### src/rtl/ext_pin_pkg.sv
package ext_pin_pkg;

  // Register geometry fixed by the command encoding
  localparam int REG_W    = 32;
  localparam int HALF_W   = REG_W / 2;
  localparam int SLOTS    = HALF_W / 2;
  localparam int DIR_BASE = HALF_W;

  // Decoded meaning of one two-bit command pair
  typedef enum logic [1:0] {
    PAIR_IDLE  = 2'b00,
    PAIR_LOWER = 2'b01,   // only the lower bit of the pair written
    PAIR_UPPER = 2'b10    // only the upper bit of the pair written
  } pair_cmd_e;

  // Two equal bits (00 or 11) carry no command
  function automatic pair_cmd_e decode_pair(input logic [1:0] bits);
    pair_cmd_e r;
    unique case (bits)
      2'b01:   r = PAIR_LOWER;
      2'b10:   r = PAIR_UPPER;
      default: r = PAIR_IDLE;
    endcase
    return r;
  endfunction

endpackage

### src/rtl/ext_pin_sync.sv
module ext_pin_sync #(
  parameter int W = 8
) (
  input  logic         clk,
  input  logic         rst_n,
  input  logic [W-1:0] async_in,
  output logic [W-1:0] sync_out
);

  logic [W-1:0] stage1;
  logic [W-1:0] stage2;

  always_ff @(posedge clk or negedge rst_n) begin
    if (!rst_n) begin
      stage1 <= '0;
      stage2 <= '0;
    end else begin
      stage1 <= async_in;
      stage2 <= stage1;
    end
  end

  assign sync_out = stage2;

endmodule

### src/rtl/ext_pin_cmd_decode.sv
module ext_pin_cmd_decode
  import ext_pin_pkg::*;
#(
  parameter int NUM_PINS = 8
) (
  input  logic             wr_en,
  input  logic [REG_W-1:0] wr_data,
  output pair_cmd_e        lvl_cmd [NUM_PINS],
  output pair_cmd_e        dir_cmd [NUM_PINS]
);

  for (genvar n = 0; n < NUM_PINS; n++) begin : g_dec
    logic [1:0] lvl_bits;
    logic [1:0] dir_bits;

    assign lvl_bits = wr_data[2*n +: 2];
    assign dir_bits = wr_data[DIR_BASE + 2*n +: 2];

    always_comb begin
      lvl_cmd[n] = PAIR_IDLE;
      dir_cmd[n] = PAIR_IDLE;
      if (wr_en) begin
        lvl_cmd[n] = decode_pair(lvl_bits);
        dir_cmd[n] = decode_pair(dir_bits);
      end
    end
  end

endmodule

### src/rtl/ext_pin_slot.sv
module ext_pin_slot
  import ext_pin_pkg::*;
(
  input  logic      clk,
  input  logic      rst_n,
  input  pair_cmd_e lvl_cmd,
  input  pair_cmd_e dir_cmd,
  input  logic      pin_sync,
  output logic      level,
  output logic      oe,
  output logic [1:0] lvl_stat,
  output logic [1:0] dir_stat
);

  // Level pair: lower bit clears, upper bit sets
  always_ff @(posedge clk or negedge rst_n) begin
    if (!rst_n) begin
      level <= 1'b0;
    end else begin
      unique case (lvl_cmd)
        PAIR_LOWER: level <= 1'b0;
        PAIR_UPPER: level <= 1'b1;
        default:    level <= level;
      endcase
    end
  end

  // Direction pair: lower bit enables the driver, upper bit releases it
  always_ff @(posedge clk or negedge rst_n) begin
    if (!rst_n) begin
      oe <= 1'b0;
    end else begin
      unique case (dir_cmd)
        PAIR_LOWER: oe <= 1'b1;
        PAIR_UPPER: oe <= 1'b0;
        default:    oe <= oe;
      endcase
    end
  end

  // Status in command positions
  assign lvl_stat = {~oe & pin_sync, level};
  assign dir_stat = {~oe, oe};

endmodule

### src/rtl/ext_pin_cmdreg.sv
module ext_pin_cmdreg
  import ext_pin_pkg::*;
#(
  parameter int NUM_PINS = 8
) (
  input  logic                clk,
  input  logic                rst_n,
  input  logic                wr_en,
  input  logic [REG_W-1:0]    wr_data,
  output logic [REG_W-1:0]    rd_data,
  input  logic [NUM_PINS-1:0] pin_in,
  output logic [NUM_PINS-1:0] pin_out,
  output logic [NUM_PINS-1:0] pin_oe
);

  localparam int FREE_SLOTS = SLOTS - NUM_PINS;

  pair_cmd_e         lvl_cmd [NUM_PINS];
  pair_cmd_e         dir_cmd [NUM_PINS];
  logic [NUM_PINS-1:0] pin_sync;

  ext_pin_sync #(.W(NUM_PINS)) u_sync (
    .clk      (clk),
    .rst_n    (rst_n),
    .async_in (pin_in),
    .sync_out (pin_sync)
  );

  ext_pin_cmd_decode #(.NUM_PINS(NUM_PINS)) u_dec (
    .wr_en   (wr_en),
    .wr_data (wr_data),
    .lvl_cmd (lvl_cmd),
    .dir_cmd (dir_cmd)
  );

  for (genvar s = 0; s < SLOTS; s++) begin : g_slot
    if (s < NUM_PINS) begin : g_live
      logic [1:0] lvl_stat;
      logic [1:0] dir_stat;

      ext_pin_slot u_slot (
        .clk      (clk),
        .rst_n    (rst_n),
        .lvl_cmd  (lvl_cmd[s]),
        .dir_cmd  (dir_cmd[s]),
        .pin_sync (pin_sync[s]),
        .level    (pin_out[s]),
        .oe       (pin_oe[s]),
        .lvl_stat (lvl_stat),
        .dir_stat (dir_stat)
      );

      assign rd_data[2*s +: 2]            = lvl_stat;
      assign rd_data[DIR_BASE + 2*s +: 2] = dir_stat;
    end else begin : g_free
      assign rd_data[2*s +: 2]            = 2'b00;
      assign rd_data[DIR_BASE + 2*s +: 2] = 2'b00;
    end
  end

  initial begin
    if (NUM_PINS < 1 || FREE_SLOTS < 0)
      $error("NUM_PINS must be within 1..%0d", SLOTS);
  end

endmodule

### config.mk
export PLATFORM = sky130hd
export DESIGN_NAME = ext_pin_cmdreg
export DESIGN_NICKNAME = d
export VERILOG_FILES = /design/src/rtl/ext_pin_pkg.sv /design/src/rtl/ext_pin_sync.sv /design/src/rtl/ext_pin_cmd_decode.sv /design/src/rtl/ext_pin_slot.sv /design/src/rtl/ext_pin_cmdreg.sv
export SDC_FILE = /design/constraint.sdc
export NUM_CORES = 1
export LEC_CHECK = 0
export ABC_AREA = 1
export CELL_PAD_IN_SITES_DETAIL_PLACEMENT = 1
export CELL_PAD_IN_SITES_GLOBAL_PLACEMENT = 2
export CORE_ASPECT_RATIO = 0.8
export CORE_MARGIN = 2
export CORE_UTILIZATION = 23
export DETAILED_ROUTE_END_ITERATION = 12
export PLACE_DENSITY_LB_ADDON = 0.15
export SYNTH_ARGS = -nofsm -noshare
export SYNTH_HDL_FRONTEND = slang
export SYNTH_SLANG_ARGS = --single-unit
### constraint.sdc
create_clock -name clk -period 1.6 [get_ports clk]
set_clock_uncertainty 0.15 [all_clocks]
set_input_delay 0.4 -clock clk [delete_from_list [all_inputs] [get_ports clk]]
set_output_delay 0.4 -clock clk [all_outputs]
set_load 0.01 [all_outputs]
==> results.sh <==
export IMPL_synth_nets=262
export IMPL_io_buffers=90
export IMPL_synth_top_area_frac=0.4469
export IMPL_drtIter0Drc=19
export IMPL_cts_buffer_depth=2
export IMPL_root_buffer="clkbuf_8"
export IMPL_synthTopCellsByArea="dfrtp_1 (45%), buf_4 (14%), ha_1 (11%)"
export IMPL_holdWs_ns=0.1962
export IMPL_die_h_um=82.95
export IMPL_wl_mm=4.458
export IMPL_hpwl_mm=3.103
export IMPL_syn_area_per_cell_um2=8.826
export IMPL_setup_viol=1
export IMPL_placed_cell_area_um2=2604
export IMPL_syn_cell_area_um2=1792
export IMPL_synth_edf_count=0
export IMPL_cp_arrival_ns=1.08
export IMPL_slowest_delay_ns=0.39
export IMPL_final_hold_viol_count=0
export IMPL_wl_per_cell_um=11.34
export IMPL_drive_above_1_share=0.2118
export IMPL_place_gp_congestion=0.6866
export IMPL_hold_path_endpoint="u_sync.sync_out[4]"
export IMPL_power_frac_clock=0.305
export IMPL_drt_vias_per_instance=3.868
export IMPL_yosysMostFrequentCell="nand2_1"
export IMPL_p_per_area_nw_per_um2=919.2
export IMPL_p_leak_nw=1.492
export IMPL_cts_tree="yes"
export IMPL_crit_path_start_kind="flip-flop"
export IMPL_hold_path_class="reg2reg"
export IMPL_rrSetupSlack_ns=0.47
export IMPL_tightest_slew_ns=0.1897
export IMPL_max_freq_mhz=614.2
export IMPL_synth_warnings=0
export IMPL_post_route_min_period_ns=1.628
export IMPL_clk_pin_slew_ns=0.08
export IMPL_n_fill_cell=890
export IMPL_postRouteAntennaNets=0
export IMPL_die_w_um=102.7
export IMPL_htree_num_levels=2
export IMPL_crit_path_end_kind="primary output"
export IMPL_path_cells="buf_6 > buf_6 > nor2_4 > buf_6"
export IMPL_firstDrtPassIters=4
export IMPL_ys_seq_area_frac=0.4469
export IMPL_required_ns=1.05
export IMPL_fin_area_um2=2828
export IMPL_pwr_share_seq=0.366
export IMPL_hp_start="u_sync.stage1[4]"
export IMPL_grt_max_degree=33
export IMPL_cts_sinks=32
export IMPL_grt_usage=0.1056
export IMPL_drc_errors=0
export IMPL_async_flop_share=1.000
export IMPL_cts_buffers=5
export IMPL_p_comb_frac=0.329
export IMPL_rsz0062_at_grt="true"
export IMPL_ys_types=9
export IMPL_synthCells=203
export IMPL_power_internal_mw=1.843
export IMPL_overflow=0
export IMPL_critPathLaunch="g_slot[7].g_live.u_slot.oe"
export IMPL_critPathKind="reg2out"
export IMPL_vias=1520
export IMPL_rows=28
export IMPL_status="finished with violations"
export IMPL_drv_slew=0
export IMPL_coreArea_um2=7462
export IMPL_syn_to_final_growth_pct=57.82
export IMPL_ir_drop_mv=0.3296
export IMPL_cp_common_cell="buf_6"
export IMPL_fin_ws_ns=-0.02826
export IMPL_dieArea_um2=8517
export IMPL_grt_pass1_wl_mm=6.948
export IMPL_synth_ff_type="dfrtp_1"
export IMPL_relSlewSlack=0.8735
export IMPL_critical_path_slowest_cell="dfrtp_1"
export IMPL_clock_latency_ns=0.28
export IMPL_yosys_area_top_type="dfrtp_1"
export IMPL_p_sw_frac=0.2908
export IMPL_boundaryPins=91
export IMPL_ys_ff_latch=32
export IMPL_hold_path_cell_count=0
export IMPL_switchingPower_mw=0.7560
export IMPL_rr_worst_depth=5
export IMPL_grt_pass1_vias=1429
export IMPL_regToRegStartpoint="g_slot[0].g_live.u_slot.oe"
export IMPL_crit_fanout=2
export IMPL_synth_commonest_cells="nand2_1 (48), buf_4 (33), dfrtp_1 (32)"
export IMPL_num_antenna_cells=0
export IMPL_reg2reg_to="g_slot[0].g_live.u_slot.oe"
export IMPL_nNetsFinal=346
export IMPL_max_cap_violations=0
export IMPL_start_util=0.2401
export IMPL_p_total_mw=2.599
export IMPL_finalCritPeriodShare=1.018
export IMPL_violations="negative setup slack"
export IMPL_antenna_found_initial=0
-- per-layer routing --
metal | wire length (um) | global-route usage | up-vias
met5 | 0 | 0 | -
met2 | 2091 | 0.1658 | 50
met4 | 47 | 0.02909 | 0
li1 | - | - | 760
met1 | 2032 | 0.1394 | 702
met3 | 286 | 0.03283 | 8
-- what timing repair did --
action,4_1_cts,5_1_grt
hold buffers,1,0
setup endpoints to repair,64,28
hold endpoints to repair,32,0
pin swaps,4,3
resized for setup,103,36
gates cloned,1,0
setup buffers,14,3
-- how the worst max path moves through the flow --
stage                                       to  slack (ns)
global placement    g_slot[1].g_live.u_slot.oe       -0.32
global route                       rd_data[15]       -0.08
detailed placement  g_slot[5].g_live.u_slot.oe       -0.36
floorplan           g_slot[3].g_live.u_slot.oe        0.31
finish                             rd_data[15]       -0.03
CTS                                rd_data[15]       -0.13
-- logic make-up after synthesis --
group / after synthesis / share of synthesized area
AND/OR/NAND/NOR: 88 / 0.2179
flip-flops: 32 / 0.4469
AO/OA/AOI/OAI: 8 / 0.02235
adder cells (fa/ha/maj): 16 / 0.1117
buffers and inverters: 59 / 0.2011
-- power by group through the flow --
stage,registers [mW],clock network [mW],logic [mW]
floorplan,0.959,0,0.418
global placement,0.982,0,0.785
detailed placement,0.984,0,0.794
CTS,0.954,0.830,0.815
global route,0.966,0.868,0.942
finish,0.952,0.792,0.855
-- through the flow --
step,util,setup WS (ns),setup TNS [ns],instances
2_1_floorplan,-,0.3090,0,203
3_3_place_gp,0.3489,-0.3224,-4.998,367
3_5_place_dp,0.3489,-0.3641,-5.586,367
4_1_cts,0.3734,-0.1281,-0.2943,391
5_1_grt,0.3789,-0.07698,-0.2568,393
6_report,0.3789,-0.02826,-0.02826,393
-- layout make-up --
class                           instances  area [um^2]  share of cell area
Clock buffer                            5        68.82             0.02434
Tap cell                              105        131.4             0.04646
Sequential cell                        32        802.0              0.2836
Clock inverter                          3        42.54             0.01504
Timing Repair Buffer                  112         1035              0.3659
Inverter                               24        90.09             0.03186
Multi-Input combinational cell        112        658.1              0.2327
-- state kept, by name, summed over array words and instances, names as in the netlist --
signal	count
u_sync.sync_out	8
u_sync.stage1	8
g_slot.g_live.u_slot.level	8
g_slot.g_live.u_slot.oe	8
-- critical path, delay by kind of cell, from the launching register on --
family        cells  cell delay, ns
simple gates      1            0.07
flops             1            0.39
buf+inv           3            0.33
-- cell usage in the layout (no fill, tap or decap), drive strengths merged --
cell,count
clkinvlp,1
bufinv,1
ha,16
nand3b,16
dfrtp,32
bufbuf,1
inv,24
clkinv,1
clkbuf,12
clkdlybuf4s15,5
nor2,24
clkdlybuf4s50,40
dlygate4sd2,22
buf,36
nand2,48
dlygate4sd3,1
o21ai,8
Power figures use the tool's default switching activity.
